### src/rtl/slpwk_pkg.sv
package slpwk_pkg;

    typedef enum logic [1:0] {
        MODE_NONE = 2'd0,
        MODE_WFI  = 2'd1,
        MODE_WFE  = 2'd2,
        MODE_EXIT = 2'd3
    } entry_mode_e;

    typedef enum logic [1:0] {
        ST_RUN   = 2'd0,
        ST_SLEEP = 2'd1,
        ST_WAKE  = 2'd2
    } ctl_state_e;

    typedef struct packed {
        logic hit;
        logic take;
    } wake_dec_t;

    // Arbitration among simultaneous requests: WFE, then WFI, then handler return.
    function automatic entry_mode_e pick_mode(input logic wfe, input logic wfi,
                                              input logic ret, input logic soe);
        if (wfe)             return MODE_WFE;
        else if (wfi)        return MODE_WFI;
        else if (ret && soe) return MODE_EXIT;
        else                 return MODE_NONE;
    endfunction

    function automatic logic is_instr_mode(input entry_mode_e m);
        return (m == MODE_WFI) || (m == MODE_WFE);
    endfunction

endpackage

### src/rtl/slpwk_entry.sv
module slpwk_entry
    import slpwk_pkg::*;
(
    input  logic        clk,
    input  logic        rst,
    input  logic        wfi_req,
    input  logic        wfe_req,
    input  logic        exc_return,
    input  logic        sleep_on_exit,
    input  logic        any_accepted,
    input  logic        any_evt,
    input  logic        in_run,
    input  logic        in_wake,
    output logic        go,
    output entry_mode_e go_mode
);

    entry_mode_e live_mode;
    entry_mode_e defer_q;
    entry_mode_e eff_mode;
    logic        blocked;

    always_comb begin
        live_mode = pick_mode(wfe_req, wfi_req, exc_return, sleep_on_exit);
        eff_mode  = (defer_q != MODE_NONE) ? defer_q : live_mode;
        blocked   = is_instr_mode(eff_mode) && (any_accepted || any_evt);
        go        = in_run && (eff_mode != MODE_NONE) && !blocked;
        go_mode   = eff_mode;
    end

    // A request seen during the wake cycle is parked for the next RUN cycle.
    always_ff @(posedge clk) begin
        if (rst) begin
            defer_q <= MODE_NONE;
        end else if (in_wake) begin
            if (live_mode != MODE_NONE)
                defer_q <= live_mode;
        end else if (in_run) begin
            defer_q <= MODE_NONE;
        end
    end

endmodule

### src/rtl/slpwk_wake_qual.sv
module slpwk_wake_qual
    import slpwk_pkg::*;
#(
    parameter int N_IRQ = 8,
    parameter int N_EVT = 2
) (
    input  logic             clk,
    input  logic             rst,
    input  logic [N_IRQ-1:0] irq_pending,
    input  logic [N_IRQ-1:0] irq_enable,
    input  logic [N_IRQ-1:0] irq_prio_ok,
    input  logic [N_EVT-1:0] evt_line,
    input  logic             sev_on_pend,
    input  entry_mode_e      mode,
    output logic             any_accepted,
    output logic             any_evt,
    output wake_dec_t        dec
);

    logic [N_IRQ-1:0] pend_q;
    logic [N_IRQ-1:0] accepted_vec;
    logic [N_IRQ-1:0] rise_vec;
    logic             any_rise;

    always_ff @(posedge clk) begin
        if (rst) pend_q <= '0;
        else     pend_q <= irq_pending;
    end

    generate
        for (genvar i = 0; i < N_IRQ; i++) begin : g_line
            assign accepted_vec[i] = irq_pending[i] & irq_enable[i] & irq_prio_ok[i];
            assign rise_vec[i]     = irq_pending[i] & ~pend_q[i];
        end
    endgenerate

    assign any_accepted = |accepted_vec;
    assign any_rise     = |rise_vec;
    assign any_evt      = |evt_line;

    always_comb begin
        dec = '0;
        unique case (mode)
            MODE_WFI, MODE_EXIT: begin
                dec.hit  = any_accepted;
                dec.take = any_accepted;
            end
            MODE_WFE: begin
                dec.hit  = any_accepted || any_evt || (sev_on_pend && any_rise);
                dec.take = any_accepted;
            end
            default: dec = '0;
        endcase
    end

endmodule

### src/rtl/sleep_wake_ctrl.sv
module sleep_wake_ctrl
    import slpwk_pkg::*;
#(
    parameter int N_IRQ = 8,
    parameter int N_EVT = 2
) (
    input  logic             clk,
    input  logic             rst,
    input  logic             wfi_req,
    input  logic             wfe_req,
    input  logic             exc_return,
    input  logic             sleep_on_exit,
    input  logic             sev_on_pend,
    input  logic [N_IRQ-1:0] irq_pending,
    input  logic [N_IRQ-1:0] irq_enable,
    input  logic [N_IRQ-1:0] irq_prio_ok,
    input  logic [N_EVT-1:0] evt_line,
    output logic             sleeping,
    output logic             wake_pulse,
    output logic             wake_take_irq,
    output logic [1:0]       entry_mode
);

    ctl_state_e  state_q;
    entry_mode_e mode_q;
    logic        take_q;
    logic        go;
    entry_mode_e go_mode;
    logic        any_accepted;
    logic        any_evt;
    wake_dec_t   dec;

    slpwk_entry u_entry (
        .clk          (clk),
        .rst          (rst),
        .wfi_req      (wfi_req),
        .wfe_req      (wfe_req),
        .exc_return   (exc_return),
        .sleep_on_exit(sleep_on_exit),
        .any_accepted (any_accepted),
        .any_evt      (any_evt),
        .in_run       (state_q == ST_RUN),
        .in_wake      (state_q == ST_WAKE),
        .go           (go),
        .go_mode      (go_mode)
    );

    slpwk_wake_qual #(
        .N_IRQ(N_IRQ),
        .N_EVT(N_EVT)
    ) u_qual (
        .clk         (clk),
        .rst         (rst),
        .irq_pending (irq_pending),
        .irq_enable  (irq_enable),
        .irq_prio_ok (irq_prio_ok),
        .evt_line    (evt_line),
        .sev_on_pend (sev_on_pend),
        .mode        (mode_q),
        .any_accepted(any_accepted),
        .any_evt     (any_evt),
        .dec         (dec)
    );

    always_ff @(posedge clk) begin
        if (rst) begin
            state_q <= ST_RUN;
            mode_q  <= MODE_NONE;
            take_q  <= 1'b0;
        end else begin
            unique case (state_q)
                ST_RUN: begin
                    if (go) begin
                        state_q <= ST_SLEEP;
                        mode_q  <= go_mode;
                    end
                end
                ST_SLEEP: begin
                    if (dec.hit) begin
                        state_q <= ST_WAKE;
                        mode_q  <= MODE_NONE;
                        take_q  <= dec.take;
                    end
                end
                default: begin
                    state_q <= ST_RUN;
                    take_q  <= 1'b0;
                end
            endcase
        end
    end

    assign sleeping      = (state_q == ST_SLEEP);
    assign wake_pulse    = (state_q == ST_WAKE);
    assign wake_take_irq = take_q;
    assign entry_mode    = mode_q;

endmodule

### config.mk
export PLATFORM = sky130hd
export DESIGN_NAME = sleep_wake_ctrl
export DESIGN_NICKNAME = d
export VERILOG_FILES = /design/src/rtl/slpwk_pkg.sv /design/src/rtl/slpwk_entry.sv /design/src/rtl/slpwk_wake_qual.sv /design/src/rtl/sleep_wake_ctrl.sv
export SDC_FILE = /design/constraint.sdc
export NUM_CORES = 1
export LEC_CHECK = 0
export ABC_AREA = 1
export BUFFER_PORTS_ARGS = -buffer_cell sky130_fd_sc_hd__clkbuf_2
export CAP_MARGIN = 15
export CORE_MARGIN = 1
export CORE_UTILIZATION = 44
export CTS_CLUSTER_SIZE = 8
export DETAILED_ROUTE_END_ITERATION = 10
export PLACE_DENSITY_LB_ADDON = 0.2
export SLEW_MARGIN = 30
export SYNTH_ARGS = -nofsm -noshare
export SYNTH_HDL_FRONTEND = slang
export SYNTH_HIERARCHICAL = 1
export SYNTH_SLANG_ARGS = --single-unit
### constraint.sdc
create_clock -name clk -period 1.6 [get_ports clk]
set_input_delay 0.16 -clock clk [delete_from_list [all_inputs] [get_ports clk]]
set_output_delay 0.16 -clock clk [all_outputs]
set_load 0.01 [all_outputs]
Word level (Yosys, flattened, before mapping)
Cells that the tools add are included.

Input port bits: 33. Output and inout bits: 5. Memories kept: 0. Register bits: 15. Memory bits (read-only): 0. Bits in latches: 0. Bits in writable memories: 0.

Add/sub/neg operators: 0. Shifts and indexed selects: 0. Bitwise gates (word level): 33. Order comparisons: 0. Multiply operators: 0. Eq/ne operators: 10. Div/mod/pow operators: 0. Muxes and demuxes: 16. Reductions and logical operators: 23.

Operators with widths (number): $and 1x1->1 (24); $mux 2 (11); $reduce_or 8->1 (2); $pmux 2 s2 (3); $reduce_bool 2->1 (5); $not 1->1 (9); $eq 2x2->1 const B (4); $eq 2x1->1 const B (3); $reduce_and 2->1 (3); $logic_and 1x1->1 (5); $ne 2x1->1 const B (2); $reduce_or 2->1 (2); $logic_or 1x1->1 (3); $reduce_and 3->1 (1); $logic_not 2->1 (1); $ne 2x2->1 const B (1); $pmux 1 s2 (1); $logic_not 1->1 (1); $mux 1 (1).

Longest topological paths before layout
Depth after elaboration: 12. Gate-level depth with buffers: 14. Depth with buffers taken out: 14.

Modules after synthesis
Netlist, hierarchy kept.

Modules (own cells, without submodules): slpwk_wake_qual (instances 1, cells each 73, area each 431.7 µm²); sleep_wake_ctrl (instances 1, cells each 29, area each 201.4 µm²); slpwk_entry (instances 1, cells each 27, area each 167.7 µm²).

Least setup slack after synthesis
Ideal clock, no wire load.

Kind: flip-flop to flip-flop. Start point: reg u_entry.defer_q[1]. End point: reg mode_q[1], in the netlist entry_mode[1]. Buffers on the path: 0. Clock period less this slack: 1.433 ns. Cell stages (with the launch flop): 12. Path slack: 0.167 ns. Data arrival time: 1.317 ns. Path through: dfxtp_1 o21ai_2 inv_1 ha_1 o21ai_0 nand2_1 nor2_1 inv_1 nand2_1 nand3_1 nand2_1 a21oi_1.

Cells in the longest elaborated chain, start to end: 9. Elaborated cells between the ends (all ways): 14. Those cells by class: 3 x eq/ne; 3 x mux; 8 x reduce/logical.

RTL lines: start: declaration (RTL line slpwk_entry.sv:19) `entry_mode_e defer_q;`; start signal: assignment (RTL line slpwk_entry.sv:37) `defer_q <= live_mode;`; $reduce_bool 2->1 * (RTL line slpwk_entry.sv:25) `eff_mode = (defer_q != MODE_NONE) ? defer_q : live_mode;`; $mux 2 * (RTL line slpwk_entry.sv:25); named net go_mode[0] (RTL line sleep_wake_ctrl.sv:28) `entry_mode_e go_mode;`; $eq 2x1->1 / $eq 2x2->1 (equally long branches) (RTL line slpwk_pkg.sv:31) `return (m == MODE_WFI) || (m == MODE_WFE);`; $logic_or 1x1->1 (RTL line slpwk_pkg.sv:31); $logic_and 1x1->1 (RTL line slpwk_entry.sv:26) `blocked = is_instr_mode(eff_mode) && (any_accepted || any_evt);`; $logic_not 1->1 (RTL line slpwk_entry.sv:27) `go = in_run && (eff_mode != MODE_NONE) && !blocked;`; $logic_and 1x1->1 * (RTL line slpwk_entry.sv:27); named net go (RTL line sleep_wake_ctrl.sv:27) `logic go;`; $ne 2x2->1 (no source line) *; $reduce_and 3->1 (no source line) *; end signal: assignment (RTL line sleep_wake_ctrl.sv:75) `mode_q <= go_mode;`; end: declaration (RTL line sleep_wake_ctrl.sv:25) `entry_mode_e mode_q;`.

The timed path passes the listed nets; every way through them passes the cells marked *. The select of a mux whose other input is x is not followed. A chain may end at the register's enable or synchronous reset.

Worst setup path after layout
Start point: reg u_entry.defer_q[0]. End point: reg mode_q[1], in the netlist entry_mode[1].

Cells in the longest elaborated chain, start to end: 9. Elaborated cells between the ends (all ways): 14. Those cells by class: 3 x eq/ne; 3 x mux; 8 x reduce/logical.

RTL lines (RTL line): $reduce_bool 2->1 (slpwk_entry.sv:25); $mux 2 * (slpwk_entry.sv:25); $eq 2x1->1 / $eq 2x2->1 (equally long branches) (slpwk_pkg.sv:31); $logic_or 1x1->1 (slpwk_pkg.sv:31); $logic_and 1x1->1 (slpwk_entry.sv:26); $logic_not 1->1 (slpwk_entry.sv:27); $logic_and 1x1->1 * (slpwk_entry.sv:27); named net go (sleep_wake_ctrl.sv:27); $ne 2x2->1 (no source line) *; $reduce_and 3->1 (no source line) *.

Marked as above.

==> results.json <==
{
  "max_cap_violations": 0,
  "min_path_cells": 3,
  "instances_no_fill": 196,
  "ant_nets": 0,
  "cpMostUsedCell": "nand2_1",
  "synth-adder-area-share_pct": 1.563,
  "root_buffer": "clkbuf_4",
  "critPathKind": "reg2reg",
  "die_area_um2": 1995,
  "grt.overflow.total": 0,
  "gp_congestion": 0.8170,
  "layout_setup_ws_ns": 0.09057,
  "path_clk_slew_ns": 0.09,
  "start_kind": "register",
  "fmax_ghz": 0.6625,
  "cp_slowest_cell": "dfxtp_1",
  "htreeDepth": 1,
  "fin_skew_ns": 0.004731,
  "clock_sinks": 15,
  "grt_use_total_pct": 17.02,
  "vias_per_cell": 4.265,
  "postCtsHoldBufs": 0,
  "finish.utilization_pct": 62.20,
  "relSlewSlack_pct": 80.36,
  "crit_required_ns": 1.76,
  "leakage_nw": 0.6149,
  "synth_compound_area_share_pct": 9.062,
  "synthSimpleGateAreaFrac_pct": 37.34,
  "tns_ns": 0,
  "tightestPinTransition_ns": 0.2946,
  "drive_gt1_share_pct": 31.58,
  "slowest_delay_ns": 0.31,
  "layout-area-overhead-vs-synth_pct": 32.66,
  "crit_path_end_kind": "register",
  "mostFrequentLayoutCell": "clkbuf_2",
  "layout.nets": 206,
  "grt_max_degree": 15,
  "antenna_found_initial": 0,
  "ys_warn_count": 6,
  "multi_input_area_um2": 390.4,
  "clockBufferDepth": 2,
  "ys_types": 16,
  "final_cell_mix": "37 x clkbuf_2, 33 x nand2_1, 30 x inv_1, 17 x nor2_1, 14 x dfxtp_1",
  "power.density_nw_per_um2": 788.7,
  "grt_pass1_vias": 649,
  "drc": 0,
  "cts_tree": "done",
  "fp-row-count": 15,
  "synth.area.mux_share_pct": 0,
  "synth_seq_cells": 15,
  "cts_resized": 0,
  "finalHoldViolCount": 0,
  "min_path_type": "in2reg",
  "first_pass_iters": 4,
  "cts_made_buffers": 3,
  "r2r_cells": 11,
  "wl_per_cell_um": 8.051,
  "synth_top_family_by_area": "simple AND/OR/NAND/NOR gates",
  "die_x_um": 44.66,
  "post_cts_buffers": 0,
  "synth_nets": 163,
  "regArea_um2": 301.5,
  "report.final.slew_viol_count": 0,
  "fillerInstances": 169,
  "synthXorXnorAreaFrac_pct": 0,
  "path_max_fanout": 3,
  "holdWs_ns": 0.09206,
  "run_status": "finished clean",
  "drt_iter0_drc": 16,
  "place_hpwl_mm": 1.286,
  "fin_crit_sh_pct": 94.34,
  "n_antenna_cell": 0,
  "port_buffers": 37,
  "cp.arrival_ns": 1.67,
  "place_ws_ns": -0.004132,
  "clk_latency_ns": 0.28,
  "core_um2": 1708,
  "peakVddDrop_mv": 0.4934,
  "min_period_ns": 1.509,
  "wl_mm": 1.578,
  "dpl.cell_count": 192,
  "io_pins": 38,
  "setup_viol": 0,
  "netlist_instances": 129,
  "dieHeight_um": 44.66,
  "cp_cell_sequence": "inv_1 > a21oi_2 > ha_1 > o21ai_0 > nand2_1 > nor2_2 > inv_1 > nand2_1 > nand3_1 > nand2_1 > a21oi_1",
  "grt_pass1_wl_mm": 2.456,
  "avgSynthCellArea_um2": 6.208,
  "vias": 836,
  "floorplan.initialDensity_pct": 46.89,
  "yosysSeqAreaShare_pct": 37.50,
  "syn_area_um2": 800.8
}
[synthesized netlist by cell type (all sizes together)]
| cell | count | share of area [%] |
|---|---|---|
| nand2 | 35 | 17 |
| inv | 30 | 14 |
| nor2 | 21 | 11 |
| dfxtp | 15 | 38 |
| nand3 | 13 | 8.1 |
| a21oi | 6 | 4.2 |
| o21ai | 4 | 3.4 |
| a21boi | 1 | 1.4 |
| and3 | 1 | 0.78 |
| clkbuf | 1 | 0.47 |
| ha | 1 | 1.6 |
| nor3 | 1 | 0.62 |
[path summary, 6_finish.rpt]
kind / startpoint / end / slack, ns
max reg2reg: u_entry/defer_q[0] / entry_mode[1] / 0.09
max: u_entry/defer_q[0] / entry_mode[1] / 0.09
min: irq_pending[6] / u_qual/pend_q[6] / 0.09
min reg2reg: entry_mode[0] / entry_mode[0] / 0.51
[cells by family (layout without fill, tap and decap cells)]
kind of cell	count (synthesis)	after routing
buf+inv	31	73
simple gates	71	71
fa+ha+maj	1	1
flops	15	15
compound gates	11	11
[critical path, delay by kind of cell (launching register included)]
kind / cells / cell delay [ns]
adders and majority gates: 1 / 0.24
DFF: 1 / 0.31
and+or+nand+nor: 5 / 0.41
buffers and inverters: 2 / 0.13
AOI/OAI and AO/OA: 3 / 0.31
[metal layers]
layer / up-vias / GRT usage, % / share of wire (%)
li1: 472 / - / -
met1: 338 / 21.64 / 50
met2: 24 / 27.65 / 44
met3: 2 / 3.673 / 5.3
met4: 0 / 7.273 / 0.89
met5: - / 0 / 0
[per-stage QoR]
step                      cell area, um2  power (mW)
after floorplan                    800.8      0.5383
after global placement              1028      0.6238
after detailed placement            1028      0.6282
after CTS                           1055      0.8432
after global routing                1062      0.8972
final                               1062      0.8378
[area by class of cell]
class | instances | share of cell area [%]
inverter | 30 | 10.60
multi-input combinational | 83 | 36.75
clock buffer | 4 | 2.473
timing repair buffer | 39 | 18.85
sequential | 15 | 28.39
tap | 25 | 2.945
[state kept, by name (all words and copies together), names as in the netlist]
name	cells
entry_mode	2
state_q	2
u_entry/defer_q	2
u_qual/pend_q	8
wake_take_irq	1
[report_power, final]
group / switching [mW] / total, mW / internal, mW
clock: 0.118 / 0.215 / 0.0965
combinational: 0.112 / 0.211 / 0.0987
sequential: 0.0154 / 0.412 / 0.397
total: 0.246 / 0.838 / 0.592
No activity file was read; power rests on OpenSTA's default activity.
